<file path="src/rtl/ro_ctrl_pkg.sv">
package ro_ctrl_pkg;

   localparam int NUM_STATES = 5;
   localparam int STATE_W    = 3;

   // Encoding value equals the one-hot bit index presented to software.
   typedef enum logic [STATE_W-1:0] {
      ST_IDLE  = 3'd0,
      ST_SEND  = 3'd1,
      ST_WBUSY = 3'd2,
      ST_WIDLE = 3'd3,
      ST_HALT  = 3'd4
   } ro_state_e;

endpackage

</file>
<file path="src/rtl/ro_qstat_decode.sv">
module ro_qstat_decode #(
   parameter int QSTAT_W   = 32,
   parameter int EMPTY_BIT = 30
) (
   input  logic [QSTAT_W-1:0] status_i,
   output logic               has_data_o
);
   generate
      if (EMPTY_BIT >= QSTAT_W) begin : g_bad_empty_bit
         $error("EMPTY_BIT outside the status word");
      end
   endgenerate

   // Only the empty flag steers the sequencer; count and full are informative.
   logic unused_status_bits;
   assign unused_status_bits = ^status_i;

   assign has_data_o = ~status_i[EMPTY_BIT];
endmodule

</file>
<file path="src/rtl/ro_limit_tracker.sv">
module ro_limit_tracker #(
   parameter int LIMIT_W   = 16,
   parameter bit SAT_COUNT = 1'b1
) (
   input  logic               clk_i,
   input  logic               rst_ni,
   input  logic               done_i,
   input  logic               wr_i,
   input  logic [LIMIT_W-1:0] limit_i,
   output logic               reached_o
);
   localparam logic [LIMIT_W-1:0] NO_LIMIT = {LIMIT_W{1'b1}};
   localparam logic [LIMIT_W-1:0] CNT_ONE  = LIMIT_W'(1);

   generate
      if (LIMIT_W < 2) begin : g_bad_limit_w
         $error("LIMIT_W must be at least 2");
      end
   endgenerate

   logic [LIMIT_W-1:0] limit_q;
   logic [LIMIT_W-1:0] count_q;
   logic [LIMIT_W-1:0] count_inc;

   generate
      if (SAT_COUNT) begin : g_sat
         assign count_inc = (count_q == NO_LIMIT) ? count_q : count_q + CNT_ONE;
      end else begin : g_wrap
         assign count_inc = count_q + CNT_ONE;
      end
   endgenerate

   always_ff @(posedge clk_i) begin
      if (!rst_ni) begin
         limit_q <= NO_LIMIT;
         count_q <= '0;
      end else if (wr_i) begin
         limit_q <= limit_i;
         count_q <= '0;
      end else if (done_i) begin
         count_q <= count_inc;
      end
   end

   assign reached_o = (limit_q != NO_LIMIT) && (count_q >= limit_q);
endmodule

</file>
<file path="src/rtl/ro_seq_fsm.sv">
module ro_seq_fsm
   import ro_ctrl_pkg::*;
(
   input  logic                  clk_i,
   input  logic                  rst_ni,
   input  logic                  has_data_i,
   input  logic                  busy_i,
   input  logic                  reached_i,
   input  logic                  wr_i,
   output logic                  req_o,
   output logic                  done_o,
   output logic [NUM_STATES-1:0] onehot_o
);
   ro_state_e state_q, state_d;

   always_comb begin
      state_d = state_q;
      unique case (state_q)
         ST_IDLE:  if (has_data_i) state_d = reached_i ? ST_HALT : ST_SEND;
         ST_SEND:  state_d = ST_WBUSY;
         ST_WBUSY: if (busy_i) state_d = ST_WIDLE;
         ST_WIDLE: if (!busy_i) state_d = ST_IDLE;
         ST_HALT:  if (wr_i) state_d = ST_IDLE;
         default:  state_d = ST_IDLE;
      endcase
   end

   always_ff @(posedge clk_i) begin
      if (!rst_ni) state_q <= ST_IDLE;
      else         state_q <= state_d;
   end

   assign req_o  = (state_q == ST_SEND);
   assign done_o = (state_q == ST_WIDLE) && !busy_i;

   for (genvar i = 0; i < NUM_STATES; i++) begin : g_oh
      assign onehot_o[i] = (state_q == ro_state_e'(STATE_W'(i)));
   end
endmodule

</file>
<file path="src/rtl/ro_request_ctrl.sv">
module ro_request_ctrl
   import ro_ctrl_pkg::*;
#(
   parameter int QSTAT_W   = 32,
   parameter int EMPTY_BIT = 30,
   parameter int LIMIT_W   = 16,
   parameter bit SAT_COUNT = 1'b1
) (
   input  logic                  clk_i,
   input  logic                  rst_ni,
   input  logic [QSTAT_W-1:0]    queue_status_i,
   input  logic                  net_busy_i,
   input  logic                  limit_wr_i,
   input  logic [LIMIT_W-1:0]    limit_i,
   output logic                  req_o,
   output logic [NUM_STATES-1:0] state_onehot_o
);
   logic has_data;
   logic reached;
   logic done;

   ro_qstat_decode #(.QSTAT_W(QSTAT_W), .EMPTY_BIT(EMPTY_BIT)) u_qdec (
      .status_i   (queue_status_i),
      .has_data_o (has_data)
   );

   ro_limit_tracker #(.LIMIT_W(LIMIT_W), .SAT_COUNT(SAT_COUNT)) u_lim (
      .clk_i     (clk_i),
      .rst_ni    (rst_ni),
      .done_i    (done),
      .wr_i      (limit_wr_i),
      .limit_i   (limit_i),
      .reached_o (reached)
   );

   ro_seq_fsm u_fsm (
      .clk_i      (clk_i),
      .rst_ni     (rst_ni),
      .has_data_i (has_data),
      .busy_i     (net_busy_i),
      .reached_i  (reached),
      .wr_i       (limit_wr_i),
      .req_o      (req_o),
      .done_o     (done),
      .onehot_o   (state_onehot_o)
   );
endmodule

</file>
<file path="config.mk">
export PLATFORM = sky130hd
export DESIGN_NAME = ro_request_ctrl
export DESIGN_NICKNAME = d
export VERILOG_FILES = /design/src/rtl/ro_ctrl_pkg.sv /design/src/rtl/ro_qstat_decode.sv /design/src/rtl/ro_limit_tracker.sv /design/src/rtl/ro_seq_fsm.sv /design/src/rtl/ro_request_ctrl.sv
export SDC_FILE = /design/constraint.sdc
export NUM_CORES = 1
export LEC_CHECK = 0
export BUFFER_PORTS_ARGS = -buffer_cell sky130_fd_sc_hd__buf_2
export CAP_MARGIN = 40
export CORE_AREA = 4 4 95 97
export DETAILED_ROUTE_END_ITERATION = 8
export DIE_AREA = 0 0 99 101
export PLACE_DENSITY = 0.49
export RECOVER_POWER = 50
export SYNTH_ARGS = -nofsm -noshare
export SYNTH_HDL_FRONTEND = slang
export SYNTH_HIERARCHICAL = 1
export SYNTH_SLANG_ARGS = --single-unit
export TNS_END_PERCENT = 20
</file>
<file path="constraint.sdc">
create_clock -name clk_i -period 3.05 [get_ports clk_i]
set_input_delay 0.61 -clock clk_i [delete_from_list [all_inputs] [get_ports clk_i]]
set_output_delay 0.61 -clock clk_i [all_outputs]
set_load 0.02 [all_outputs]
</file>
# Word-level counts from Yosys, hierarchy flattened

Cells that the tools add are included.

$add $sub $neg: 1
Bitwise operators: 2
Eq/ne operators: 10
Multiplexer cells: 6
Order comparisons: 1
Reduce and logical (&&, ||, !) cells: 7

Operators with widths:

| cell                    | count |
|---|---|
| $add A16 B1 Y16 const B | 1 |
| $eq A16 B16 Y1 const B  | 1 |
| $ge A16 B16 Y1          | 1 |
| $ne A16 B16 Y1 const B  | 1 |
| $mux W3                 | 5 |
| $pmux W3 S5             | 1 |
| $ne A2 B2 Y1 const B    | 4 |
| $eq A3 B2 Y1 const B    | 2 |
| $reduce_and A4 Y1       | 1 |
| $eq A3 B1 Y1 const B    | 1 |
| $eq A3 B3 Y1 const B    | 1 |
| $logic_not A3 Y1        | 1 |
| $logic_and A1 B1 Y1     | 2 |
| $not A1 Y1              | 2 |
| $reduce_and A2 Y1       | 1 |
| $reduce_or A2 Y1        | 1 |
| $logic_not A1 Y1        | 1 |

Logic and storage cells: 30
Output and inout bits: 6
Register bits: 35

# Longest topological paths before layout

Depth after elaboration: 5
Mapped depth: 9

# Hierarchy

Netlist, hierarchy kept.

Modules (own cells, without submodules):

| module           | area an instance (µm²) | cells an instance | times used |
|---|---|---|---|
| ro_limit_tracker | 1,799.2                | 213               | 1 |
| ro_seq_fsm       | 195.2                  | 23                | 1 |
| ro_qstat_decode  | 3.8                    | 1                 | 1 |

# Worst setup path after synthesis

No wires, ideal clock.

Kind: input to register
Start point: in net_busy_i
End point: reg u_lim.count_q[10]
Arrival: 1.880 ns
Data required time: 2.980 ns
Library setup time: 0.070 ns
Path buffers: 0
Cell stages on the path: 4
Setup slack: 1.099 ns
Path through: nor3_1 > nand4_1 > or4_1 > a21oi_1

Cells in the longest elaborated chain, start to end: 3

Ends and longest elaborated chain:

| item                               | RTL line               | source |
|---|---|---|
| from (decl)                        | ro_request_ctrl.sv:12  | `input logic net_busy_i,` |
| $logic_not A1 Y1                   | --                     |  |
| $logic_and A1 B1 Y1                | ro_seq_fsm.sv:34       | `assign done_o = (state_q == ST_WIDLE) && !busy_i;` |
| $reduce_and A2 Y1 (no source line) | --                     |  |
| to (signal assigned)               | ro_limit_tracker.sv:41 | `count_q <= count_inc;` |
| to (decl)                          | ro_limit_tracker.sv:22 | `logic [LIMIT_W-1:0] count_q;` |

Every way passes these cells.
A chain may end at the register's enable or synchronous reset.

# Worst setup path after layout

Start point: reg u_lim.count_q[0]
End point: reg u_fsm.state_q[0]

Cells in the longest elaborated chain, start to end: 5

Ends and longest elaborated chain:

| item                  | RTL line               | source |
|---|---|---|
| $ge A16 B16 Y1        | ro_limit_tracker.sv:45 | `assign reached_o = (limit_q != NO_LIMIT) && (count_q >= limit_q);` |
| $logic_and A1 B1 Y1   | ro_limit_tracker.sv:45 |  |
| named net reached     | ro_request_ctrl.sv:19  | `logic reached;` |
| $mux W3 (2 in series) | ro_seq_fsm.sv:19       | `ST_IDLE: if (has_data_i) state_d = reached_i ? ST_HALT : ST_SEND;` |
| $pmux W3 S5           | ro_seq_fsm.sv:18       | `unique case (state_q)` |
| to (signal assigned)  | ro_seq_fsm.sv:30       | `else state_q <= state_d;` |
| to (decl)             | ro_seq_fsm.sv:14       | `ro_state_e state_q, state_d;` |

The timed path passes the listed nets, and every way through them passes these cells. The select of a mux whose other input is x is not followed.

==> metrics.sh <==
ANT_NETS=0
CLOCKBUFFERDEPTH=2
YS_WARN_COUNT=6
SETUP_TNS_AFTER_FINAL_LAYOUT_PS=0
SYNTH_ENABLE_FLOP_CELLS=0
SEQPWRFRAC=0.533
CRITICAL_PATH_ARRIVAL_PS=2320
GRT_PASS1_WL_UM=7760
AVGVIACOUNTPERCELL=4.76
REQUIRED_PS=3270
CRIT_TYPE='reg2reg'
FINISH.UTILIZATION=0.285
ANTENNA_FOUND_INITIAL=0
DR.PASS1.ITERS=4
TIMING.CRITICAL_PATH.SLOWEST_CELL_DELAY_PS=410
CRITICAL_PATH.REG2REG.ENDPOINT='u_fsm/state_q[0]'
CTS-HOLD-FIX-BUFFERS=0
POWER-PER-CELL-AREA_nW_PER_UM2=394
COUNT_OF_PINS_OVER_THEIR_SLEW_LIMIT=0
SYN_NETS=306
ACHIEVABLE-FREQUENCY_MHz=475
FINALHOLDWORSTSLACK_PS=511
FINAL-SETUP-VIOL-COUNT=0
YOSYSUNIQUECELLTYPES=41
SYN_AVG_CELL_AREA_UM2=8.43
FP.DIEAREA_UM2=10000
SYNTH_TOP_CELL_BY_AREA='dfxtp_1'
DIEHEIGHT_UM=101
NET_SWITCHING_POWER_FIGURE_W=0.000241
FINAL.MIN_CLOCK_PERIOD_PS=2110
MAX-VDD-IR-DROP_mV=0.157
FP.COREAREA_UM2=8130
POST-DP-HPWL_UM=3510
POWER.COMBINATIONAL.FRACTION=0.113
CTS_TREE='done'
CTS-ROOT-BUF='clkbuf_8'
TOTAL_OF_MAX_CAP_VIOLATIONS=0
NUM_ROWS=33
OUTCOME='finished clean'
ASYNCSETRESETFLOPFRACSYNTH=0
WORST_HOLD_PATH.NUM_CELLS=2
FLOORPLAN.INITIALDENSITY=0.246
FF2FF_SETUP_SLACK_PS=940
FINALWEIGHTEDCONGESTION=0.751
DIODES=0
R2R-START='u_lim/count_q[0]'
DRC_VIOLATIONS=0
DRT_WL_TOTAL_UM=4540
FINAL_CELL_MIX='dfxtp_1, nand2_1, buf_2, inv_1, ha_1'
WORSTSETUPENDPOINTTYPE='flop'
HOLD_CLASS='reg2reg'
VIAS=1763
WHS_ENDPOINT='u_lim/limit_q[1]'
DETAIL_ROUTE.WL_PER_CELL_UM=12.3
P_LEAK_nW=0.953
CRITPATHMAXFANOUT=5
SYNTHTOPCELLSBYAREA='dfxtp_1, ha_1, nand2_1, o211ai_1, inv_1'
PERIOD_SHARE=0.690
SEQ_AREA_FRAC_SYNTH=0.351
DRIVE_ABOVE_1_SHARE=0.158
ITERATION_0_DRC_MARKERS=78
R2R_CELLS=9
PORT_BUFFERS=26
FLOORPLAN.IO_PINS=58
SLEW_HEADROOM=0.417
PATH_COMMON_CELL='inv_1'
FLOW.AREA_GROWTH_FROM_SYNTHESIS_PCT=16.0
CLOCK_SINKS=35
FILLERS=904
LARGEST_NET_DEGREE_AT_THE_START_OF_GLOBAL_ROUTING=21
DIE_W_UM=99
LAYOUT.CELLS.MOST_COMMON='dfxtp_1'
HOLD_PATH.STARTPOINT='u_lim/limit_q[1]'
SYNTH-MAIN-FF-CELL='dfxtp_1'
SYNTH.CELL_AREA_UM2=2000
FIRST_GLOBAL_VIAS=1717
FINALHOLDVIOLATIONS=0
WORST_SETUP_PATH_START_KIND='flop'
GLOBAL_ROUTE.OVERFLOW_TOTAL=0
NNETSFINAL=333
CTS_REPAIR_RESIZE_COUNT=0
CTS_HTREE_LEVELS=2
CLOCK_POWER_SHARE=0.354
SYNTH_LARGEST_TYPE_AREA_FRACTION=0.351
P_INT_W=0.000672
CTS_MADE_BUFFERS=5
CP_CELL_SEQUENCE='inv_1 > ha_1 > nand2b_1 > a2111o_1 > a31oi_1 > o22ai_1 > inv_1 > a32oi_1 > nor3b_2'
POSTCTSSETUPBUFFERS=0
CLOCK_INSERTION_DELAY_WORST_SKEW_PS=290
WORST_MARGIN_SLEW_PS=875
UNREPAIRED_SETUP_ENDPOINTS_AFTER_GLOBAL_ROUTING='no'
SYNTH.FF_LATCH_COUNT=35
CPMAXSTAGEDELAYCELL='a2111o_1'
CLOCK-SKEW-FINAL_PS=3.24
SWSHARE=0.264
WORST_SETUP_HOLD_PATH_CLK_SLEW_PS=70
SYNTHESIS.INSTANCES=237
GRT_USE_TOTAL=0.0966
metrics by stage:
stage,instances,total power [W],worst slack [ps],instance area [µm²]
after CTS,370,0.000934,948,2330
after global placement,362,0.000601,938,2250
after detailed placement,362,0.000603,937,2250
after floorplan,237,0.000566,1100,2000
final,370,0.000913,945,2320
after global routing,370,0.000968,830,2320
worst max-delay path: cells and delay by family, from the launching register on:
| kind | cells | cell delay (ps) |
|---|---|---|
| buffers and inverters | 2 | 150 |
| flip-flops | 1 | 390 |
| AND/OR/NAND/NOR | 2 | 290 |
| adder cells (fa/ha/maj) | 1 | 260 |
| AO/OA/AOI/OAI | 4 | 950 |
cell type report:
type,count,area (µm²),area share
inverters,22,82.6,0.0356
flip-flops and latches,35,701,0.302
clock buffers,5,68.8,0.0297
multi-input cells,169,1160,0.502
well taps,105,131,0.0567
repair buffers,31,155,0.0670
clock inverters,3,15.0,0.00648
worst max path at each step:
| stage | cells after the start | end | from |
|---|---|---|---|
| 6_report | 9 | u_fsm/state_q[0] | u_lim/count_q[0] |
| 5_1_grt | 9 | u_fsm/state_q[0] | u_lim/count_q[0] |
| 4_1_cts | 9 | u_fsm/state_q[0] | u_lim/count_q[0] |
| 3_5_place_dp | 7 | u_lim/count_q[14] | net_busy_i |
| 3_3_place_gp | 9 | u_fsm/state_q[0] | u_lim/count_q[0] |
| 2_1_floorplan | 4 | u_lim/count_q[10] | net_busy_i |
sequential cells by signal, summed over array words and instances (netlist names):
register       count
u_fsm/state_q      3
u_lim/limit_q     16
u_lim/count_q     16
power groups by stage:
stage	sequential, W	combinational (W)	clock [W]
6_report	0.000487	0.000103	0.000324
5_1_grt	0.000489	0.000119	0.000360
4_1_cts	0.000486	0.000107	0.000340
3_5_place_dp	0.000497	0.000106	0
3_3_place_gp	0.000497	0.000104	0
2_1_floorplan	0.000494	0.0000719	0
metal layers:
metal  part of all wire  vias to the layer above  global-route usage
met1               0.51                      810               0.122
met5                  0                        -                   0
met2               0.43                       21               0.155
met4              0.014                        0              0.0410
li1                   -                      927                   -
met3              0.040                        5              0.0249
synthesized netlist by cell type (2+ instances only):
library cell	count
ha_1	17
a211oi_1	3
nor3_1	4
nand3_1	6
mux2i_1	5
nand4_1	10
and2_1	2
clkbuf_1	7
nor3b_1	2
dfxtp_1	35
buf_2	2
o31ai_1	4
o21ai_0	7
o311ai_0	3
o41ai_1	3
a31oi_1	2
nor2_1	5
a21oi_1	15
and4_1	3
o211ai_1	15
nand2_1	33
nand2b_1	7
buf_4	2
or4_1	6
inv_1	22
nor4b_2	2
cells by family after synthesis:
logic type               Yosys count  synth area share
AND/OR/NAND/NOR                   89             0.255
AO/OA/AOI/OAI                     58             0.196
flip-flops                        35             0.351
buffers and inverters             33            0.0670
adder cells (fa/ha/maj)           17             0.106
multiplexers                       5            0.0250
No activity file was read; power rests on OpenSTA's default activity.
